`src/rtl/ovl_tmo_pkg.sv`:
```
package ovl_tmo_pkg;
  localparam int unsigned KEY_W    = 4;
  localparam logic [KEY_W-1:0] ARM_KEY = 4'b1010;
  localparam int unsigned OFF_CTRL = 32'h0;
  localparam int unsigned OFF_FLAG = 32'hC;

  typedef enum logic [0:0] {
    TRK_IDLE = 1'b0,
    TRK_WAIT = 1'b1
  } trk_state_e;
endpackage

```
`src/rtl/ovl_tmo_rst_sync.sv`:
```
module ovl_tmo_rst_sync #(
  parameter int unsigned STAGES = 2
) (
  input  logic clk,
  input  logic rst_n,
  output logic rst_sync_n
);
  logic [STAGES-1:0] sync_q;

  always_ff @(posedge clk or negedge rst_n) begin
    if (!rst_n) sync_q <= '0;
    else        sync_q <= {sync_q[STAGES-2:0], 1'b1};
  end

  assign rst_sync_n = sync_q[STAGES-1];
endmodule

```
`src/rtl/ovl_tmo_tracker.sv`:
```
module ovl_tmo_tracker
  import ovl_tmo_pkg::*;
#(
  parameter int unsigned LIMIT = 32,
  localparam int unsigned CNT_W = (LIMIT > 1) ? $clog2(LIMIT) : 1
) (
  input  logic clk,
  input  logic rst_n,
  input  logic armed,
  input  logic req_valid,
  input  logic req_fetch,
  input  logic req_done,
  output logic busy_o,
  output logic tmo_o,
  output logic tmo_fetch_o
);
  localparam logic [CNT_W-1:0] LAST = CNT_W'(LIMIT - 1);

  trk_state_e       state_q, state_d;
  logic [CNT_W-1:0] cnt_q, cnt_d;
  logic             cnt_en;
  logic             fetch_q;
  logic             cap_en;
  logic             at_limit;

  assign at_limit = (cnt_q == LAST);
  assign tmo_o    = (state_q == TRK_WAIT) && !req_done && armed && at_limit;

  always_comb begin
    state_d = state_q;
    cnt_d   = cnt_q;
    cnt_en  = 1'b0;
    cap_en  = 1'b0;
    unique case (state_q)
      TRK_IDLE: begin
        if (req_valid) begin
          state_d = TRK_WAIT;
          cnt_d   = '0;
          cnt_en  = 1'b1;
          cap_en  = 1'b1;
        end
      end
      TRK_WAIT: begin
        if (req_done || tmo_o) begin
          state_d = TRK_IDLE;
        end else if (!at_limit) begin
          cnt_d  = cnt_q + 1'b1;
          cnt_en = 1'b1;
        end
      end
      default: state_d = TRK_IDLE;
    endcase
  end

  always_ff @(posedge clk or negedge rst_n) begin
    if (!rst_n) state_q <= TRK_IDLE;
    else        state_q <= state_d;
  end

  always_ff @(posedge clk or negedge rst_n) begin
    if (!rst_n)      cnt_q <= '0;
    else if (cnt_en) cnt_q <= cnt_d;
  end

  always_ff @(posedge clk or negedge rst_n) begin
    if (!rst_n)      fetch_q <= 1'b0;
    else if (cap_en) fetch_q <= req_fetch;
  end

  assign busy_o      = (state_q == TRK_WAIT);
  assign tmo_fetch_o = fetch_q;
endmodule

```
`src/rtl/ovl_tmo_regs.sv`:
```
module ovl_tmo_regs
  import ovl_tmo_pkg::*;
#(
  parameter int unsigned ADDR_W = 4,
  parameter int unsigned DATA_W = 32
) (
  input  logic              clk,
  input  logic              rst_n,
  input  logic [ADDR_W-1:0] csr_addr,
  input  logic              csr_we,
  input  logic [DATA_W-1:0] csr_wdata,
  input  logic              tmo_set,
  output logic [DATA_W-1:0] csr_rdata,
  output logic              armed_o,
  output logic              flag_o
);
  logic             hit_ctrl, hit_flag;
  logic             ctrl_en;
  logic [KEY_W-1:0] ctrl_q, ctrl_d;
  logic             flag_q, flag_d, flag_clr;
  logic             wdata_unused;

  assign hit_ctrl = (csr_addr == ADDR_W'(OFF_CTRL));
  assign hit_flag = (csr_addr == ADDR_W'(OFF_FLAG));

  assign ctrl_en  = csr_we && hit_ctrl;
  assign ctrl_d   = csr_wdata[KEY_W-1:0];
  assign flag_clr = csr_we && hit_flag && csr_wdata[0];
  assign flag_d   = tmo_set | (flag_q & ~flag_clr);
  assign wdata_unused = ^csr_wdata;

  always_ff @(posedge clk or negedge rst_n) begin
    if (!rst_n)       ctrl_q <= '0;
    else if (ctrl_en) ctrl_q <= ctrl_d;
  end

  always_ff @(posedge clk or negedge rst_n) begin
    if (!rst_n) flag_q <= 1'b0;
    else        flag_q <= flag_d;
  end

  always_comb begin
    csr_rdata = '0;
    if (hit_ctrl)      csr_rdata = DATA_W'(ctrl_q);
    else if (hit_flag) csr_rdata = DATA_W'(flag_q);
  end

  assign armed_o = (ctrl_q == ARM_KEY);
  assign flag_o  = flag_q;
endmodule

```
`src/rtl/ovl_tmo_abort_out.sv`:
```
module ovl_tmo_abort_out (
  input  logic clk,
  input  logic rst_n,
  input  logic tmo,
  input  logic tmo_fetch,
  output logic abort_o,
  output logic abort_fetch_o
);
  logic abort_q, abort_d;
  logic kind_q, kind_d;

  assign abort_d = tmo;
  assign kind_d  = tmo & tmo_fetch;

  always_ff @(posedge clk or negedge rst_n) begin
    if (!rst_n) begin
      abort_q <= 1'b0;
      kind_q  <= 1'b0;
    end else begin
      abort_q <= abort_d;
      kind_q  <= kind_d;
    end
  end

  assign abort_o       = abort_q;
  assign abort_fetch_o = kind_q;
endmodule

```
`src/rtl/ovl_timeout_mon.sv`:
```
module ovl_timeout_mon #(
  parameter int unsigned ADDR_W = 4,
  parameter int unsigned DATA_W = 32,
  parameter int unsigned LIMIT  = 32
) (
  input  logic              clk,
  input  logic              rst_n,
  input  logic              rd_req_valid,
  input  logic              rd_req_fetch,
  input  logic              rd_req_done,
  input  logic [ADDR_W-1:0] csr_addr,
  input  logic              csr_we,
  input  logic [DATA_W-1:0] csr_wdata,
  output logic [DATA_W-1:0] csr_rdata,
  output logic              abort_o,
  output logic              abort_fetch_o
);
  logic rst_core_n;
  logic armed;
  logic to_flag;
  logic busy;
  logic tmo;
  logic tmo_fetch;

  ovl_tmo_rst_sync #(.STAGES(2)) u_rst (
    .clk        (clk),
    .rst_n      (rst_n),
    .rst_sync_n (rst_core_n)
  );

  ovl_tmo_regs #(.ADDR_W(ADDR_W), .DATA_W(DATA_W)) u_regs (
    .clk       (clk),
    .rst_n     (rst_core_n),
    .csr_addr  (csr_addr),
    .csr_we    (csr_we),
    .csr_wdata (csr_wdata),
    .tmo_set   (tmo),
    .csr_rdata (csr_rdata),
    .armed_o   (armed),
    .flag_o    (to_flag)
  );

  ovl_tmo_tracker #(.LIMIT(LIMIT)) u_trk (
    .clk         (clk),
    .rst_n       (rst_core_n),
    .armed       (armed),
    .req_valid   (rd_req_valid),
    .req_fetch   (rd_req_fetch),
    .req_done    (rd_req_done),
    .busy_o      (busy),
    .tmo_o       (tmo),
    .tmo_fetch_o (tmo_fetch)
  );

  ovl_tmo_abort_out u_abt (
    .clk           (clk),
    .rst_n         (rst_core_n),
    .tmo           (tmo),
    .tmo_fetch     (tmo_fetch),
    .abort_o       (abort_o),
    .abort_fetch_o (abort_fetch_o)
  );
endmodule

```
`config.mk`:
```
export PLATFORM = sky130hd
export DESIGN_NAME = ovl_timeout_mon
export DESIGN_NICKNAME = d
export VERILOG_FILES = /design/src/rtl/ovl_tmo_pkg.sv /design/src/rtl/ovl_tmo_rst_sync.sv /design/src/rtl/ovl_tmo_tracker.sv /design/src/rtl/ovl_tmo_regs.sv /design/src/rtl/ovl_tmo_abort_out.sv /design/src/rtl/ovl_timeout_mon.sv
export SDC_FILE = /design/constraint.sdc
export NUM_CORES = 1
export LEC_CHECK = 0
export CAP_MARGIN = 0
export CORE_ASPECT_RATIO = 0.75
export CORE_MARGIN = 2
export CORE_UTILIZATION = 30
export DETAILED_ROUTE_END_ITERATION = 7
export PLACE_DENSITY = 0.76
export SKIP_CTS_REPAIR_TIMING = 1
export SYNTH_ARGS = -nofsm -noshare
export SYNTH_HDL_FRONTEND = slang
export SYNTH_SLANG_ARGS = --single-unit
```
`constraint.sdc`:
```
create_clock -name clk -period 1.5 [get_ports clk]
set_clock_uncertainty 0.2 [all_clocks]
set_input_delay 0.45 -clock clk [delete_from_list [all_inputs] [get_ports clk]]
set_output_delay 0.45 -clock clk [all_outputs]
set_load 0.01 [all_outputs]
```
==> flow_metrics.env <==
export IMPL_clock_sinks=16
export IMPL_sw_frac_of_total_pct=26.7
export IMPL_avgSynthCellArea_um2=10.6
export IMPL_gr_usage_all_layers_pct=10.6
export IMPL_power_density_nw_per_um2=894
export IMPL_rows=17
export IMPL_relSlewSlack_pct=64.6
export IMPL_fp_dieArea_um2=3740
export IMPL_io_buffers=19
export IMPL_grt_pass1_vias=680
export IMPL_ys_ff_latch=16
export IMPL_htree_levels=1
export IMPL_violations="negative setup slack"
export IMPL_startpoint_type="primary input"
export IMPL_critical_path_max_fanout=4
export IMPL_grt_remaining_overflow=0
export IMPL_finalCritPeriodShare_pct=127
export IMPL_hpwlAfterDp_mm=1.47
export IMPL_cts_made_buffers=3
export IMPL_reg2regPathDepth=6
export IMPL_cts_clk_slew_worst_paths_ns=0.07
export IMPL_p_leak_uw=0.000747
export IMPL_r2r_slack_ns=-0.30
export IMPL_drtPass1Iterations=3
export IMPL_timing_hold_ws_ns=0.00776
export IMPL_tritoncts="built"
export IMPL_finalWeightedCongestion=0.757
export IMPL_clkPwrFrac_pct=30.8
export IMPL_rr_startpoint="u_trk.cnt_q[0]"
export IMPL_antenna_found_initial=0
export IMPL_worstSetupEndpointType="output pin"
export IMPL_syn_area_um2=980
export IMPL_fmax_mhz=525
export IMPL_die_w_um=70.0
export IMPL_drc=0
export IMPL_layout_area_overhead_vs_synth_pct=42.1
export IMPL_first_iter_violations=6
export IMPL_start_util_pct=32.4
export IMPL_drt_met1_wl_um=759
export IMPL_core_um2=3020
export IMPL_startpoint="csr_addr[1]"
export IMPL_power_uw=1240
export IMPL_fillers=294
export IMPL_drive_above_1_share_pct=42.9
export IMPL_ys_warn_count=0
export IMPL_slew_violations=0
export IMPL_status="finished with violations"
export IMPL_grt_setup_unrepaired="true"
export IMPL_dr_wl_met3_um=109
export IMPL_p_seq_share_pct=43.1
export IMPL_viasPerCell=4.01
export IMPL_worst_pin_slew_ns=0.531
export IMPL_insertion_delay_ns=0.26
export IMPL_p_int_uw=913
export IMPL_crit_chain="buf_8 -> nor4_4 -> and2_4 -> buf_6"
export IMPL_num_vias=686
export IMPL_finalNetCount=178
export IMPL_wl_mm=1.88
export IMPL_met2_length_um=961
export IMPL_die_height_um=53.5
export IMPL_min_path_type="flop to async pin"
export IMPL_yosysSeqAreaShare_pct=40.9
export IMPL_critical_path_max_stage_delay_ns=0.39
export IMPL_r2r_end="u_trk.cnt_q[4]"
export IMPL_vdd_drop_max_uv=524
export IMPL_diodes=0
export IMPL_fin_ws_ns=-0.405
export IMPL_power_switching_uw=332
export IMPL_ios=76
export IMPL_worstPathArrival_ns=1.25
export IMPL_synth_cells=92
export IMPL_slowest_stage="nor4_4"
export IMPL_wl_per_cell_um=11.0
export IMPL_ant_nets=0
export IMPL_finalCriticalPeriod_ns=1.90
export IMPL_cts_buffer_depth=2
export IMPL_hold_viol=0
export IMPL_maxCapViolCount=0
export IMPL_cts_root_buf="clkbuf_8"
export IMPL_p_comb_share_pct=26.2
export IMPL_highest_layer="met4"
export IMPL_finalSetupViolations=17
export IMPL_ys_types=29
export IMPL_grt_pass1_wl_mm=2.87
export IMPL_required_ns=0.85
export IMPL_grt_max_degree=15
export IMPL_path_class="primary input to output pin"
==> final cells by class <==
| cell class | count | area (um2) | share of cell area (%) |
|---|---|---|---|
| sequential | 16 | 400 | 28.8 |
| clock buffer | 4 | 55.1 | 3.95 |
| tap | 38 | 47.5 | 3.41 |
| timing repair buffer | 39 | 348 | 25.0 |
| multi-input combinational | 74 | 542 | 38.9 |
==> per-layer routing <==
metal,vias up,GRT usage (%)
li1,337,-
met1,323,10.7
met2,22,18.6
met3,4,3.62
met4,0,8.01
met5,-,0
==> worst max-delay path by stage <==
stage / end / slack (ns) / cells after the start
global placement: csr_rdata[1] / -1.21 / 4
global route: csr_rdata[1] / -0.45 / 4
floorplan: u_trk.cnt_q[4] / -0.27 / 6
CTS: csr_rdata[1] / -1.30 / 4
finish: csr_rdata[1] / -0.40 / 4
detailed placement: csr_rdata[1] / -1.30 / 4
==> cell families (layout without fill, tap and decap cells) <==
logic type	count (synthesis)	in the layout	synth area share (%)
AOI/OAI and AO/OA	11	11	7.28
adders and majority gates	2	2	2.55
buffers and inverters	29	43	21.8
DFF	16	16	40.9
muxes	7	7	9.45
other	2	29	0.767
and+or+nand+nor	25	25	17.2
==> critical path, delay by kind of cell <==
kind	cells	cell delay (ns)
and+or+nand+nor	2	0.61
buffers and inverters	2	0.19
==> per-stage QoR <==
step	setup WS, ns	instance area [um2]	utilization [%]	TNS, ns	cells
final	-0.405	1390	46.1	-3.33	171
after global routing	-0.451	1390	46.1	-4.18	171
after floorplan	-0.273	1120	-	-1.18	119
after detailed placement	-1.30	1260	41.6	-10.73	162
after global placement	-1.21	1260	41.6	-9.88	162
after CTS	-1.30	1310	43.5	-8.91	166
==> sequential cells by signal, summed over array words and instances (netlist names) <==
| register | count |
|---|---|
| u_abt.abort_o | 1 |
| u_regs.ctrl_q | 4 |
| u_trk.cnt_q | 5 |
| u_trk.busy_o | 1 |
| u_regs.flag_o | 1 |
| u_abt.abort_fetch_o | 1 |
| u_rst.sync_q | 2 |
| u_trk.tmo_fetch_o | 1 |
==> cell usage in the layout, fill, tap and decap left out, drive strengths merged <==
master         count
dfrtp             16
o31ai              1
mux2i              1
nand3              2
clkdlybuf4s50      9
nand4              1
o22a               1
mux2               6
ha                 2
o21ai              5
and2               4
buf               27
nor3b              1
a31oi              1
clkbuf             5
or3b               1
nor2               2
o21a               1
nand2              5
a22o               1
a21boi             1
conb              29
nor4               1
dlymetal6s2s       2
nand2b             3
and3               3
nor3               2
==> synthesized netlist by cell type (all sizes together) <==
library cell | number | area (um2)
conb | 2 | 7.51
mux2i | 1 | 10.0
ha | 2 | 25.0
and3 | 3 | 18.8
buf | 28 | 210
nor2 | 2 | 7.51
dfrtp | 16 | 400
or3b | 1 | 8.76
and2 | 4 | 28.8
clkbuf | 1 | 3.75
o21a | 1 | 7.51
o22a | 1 | 8.76
a21boi | 1 | 7.51
a31oi | 1 | 6.26
nand3 | 2 | 10.0
nand4 | 1 | 6.26
a22o | 1 | 8.76
mux2 | 6 | 82.6
nor3 | 2 | 15.0
nand2b | 3 | 18.8
o21ai | 5 | 25.0
o31ai | 1 | 7.51
nand2 | 5 | 26.3
nor3b | 1 | 7.51
nor4 | 1 | 21.3
==> power groups by stage <==
stage	combinational [uW]	sequential (uW)	clock [uW]
final	326	536	383
after global routing	355	545	405
after CTS	284	534	383
after detailed placement	282	541	0
after global placement	273	536	0
after floorplan	199	528	0
(Power assumes the default switching activity.)
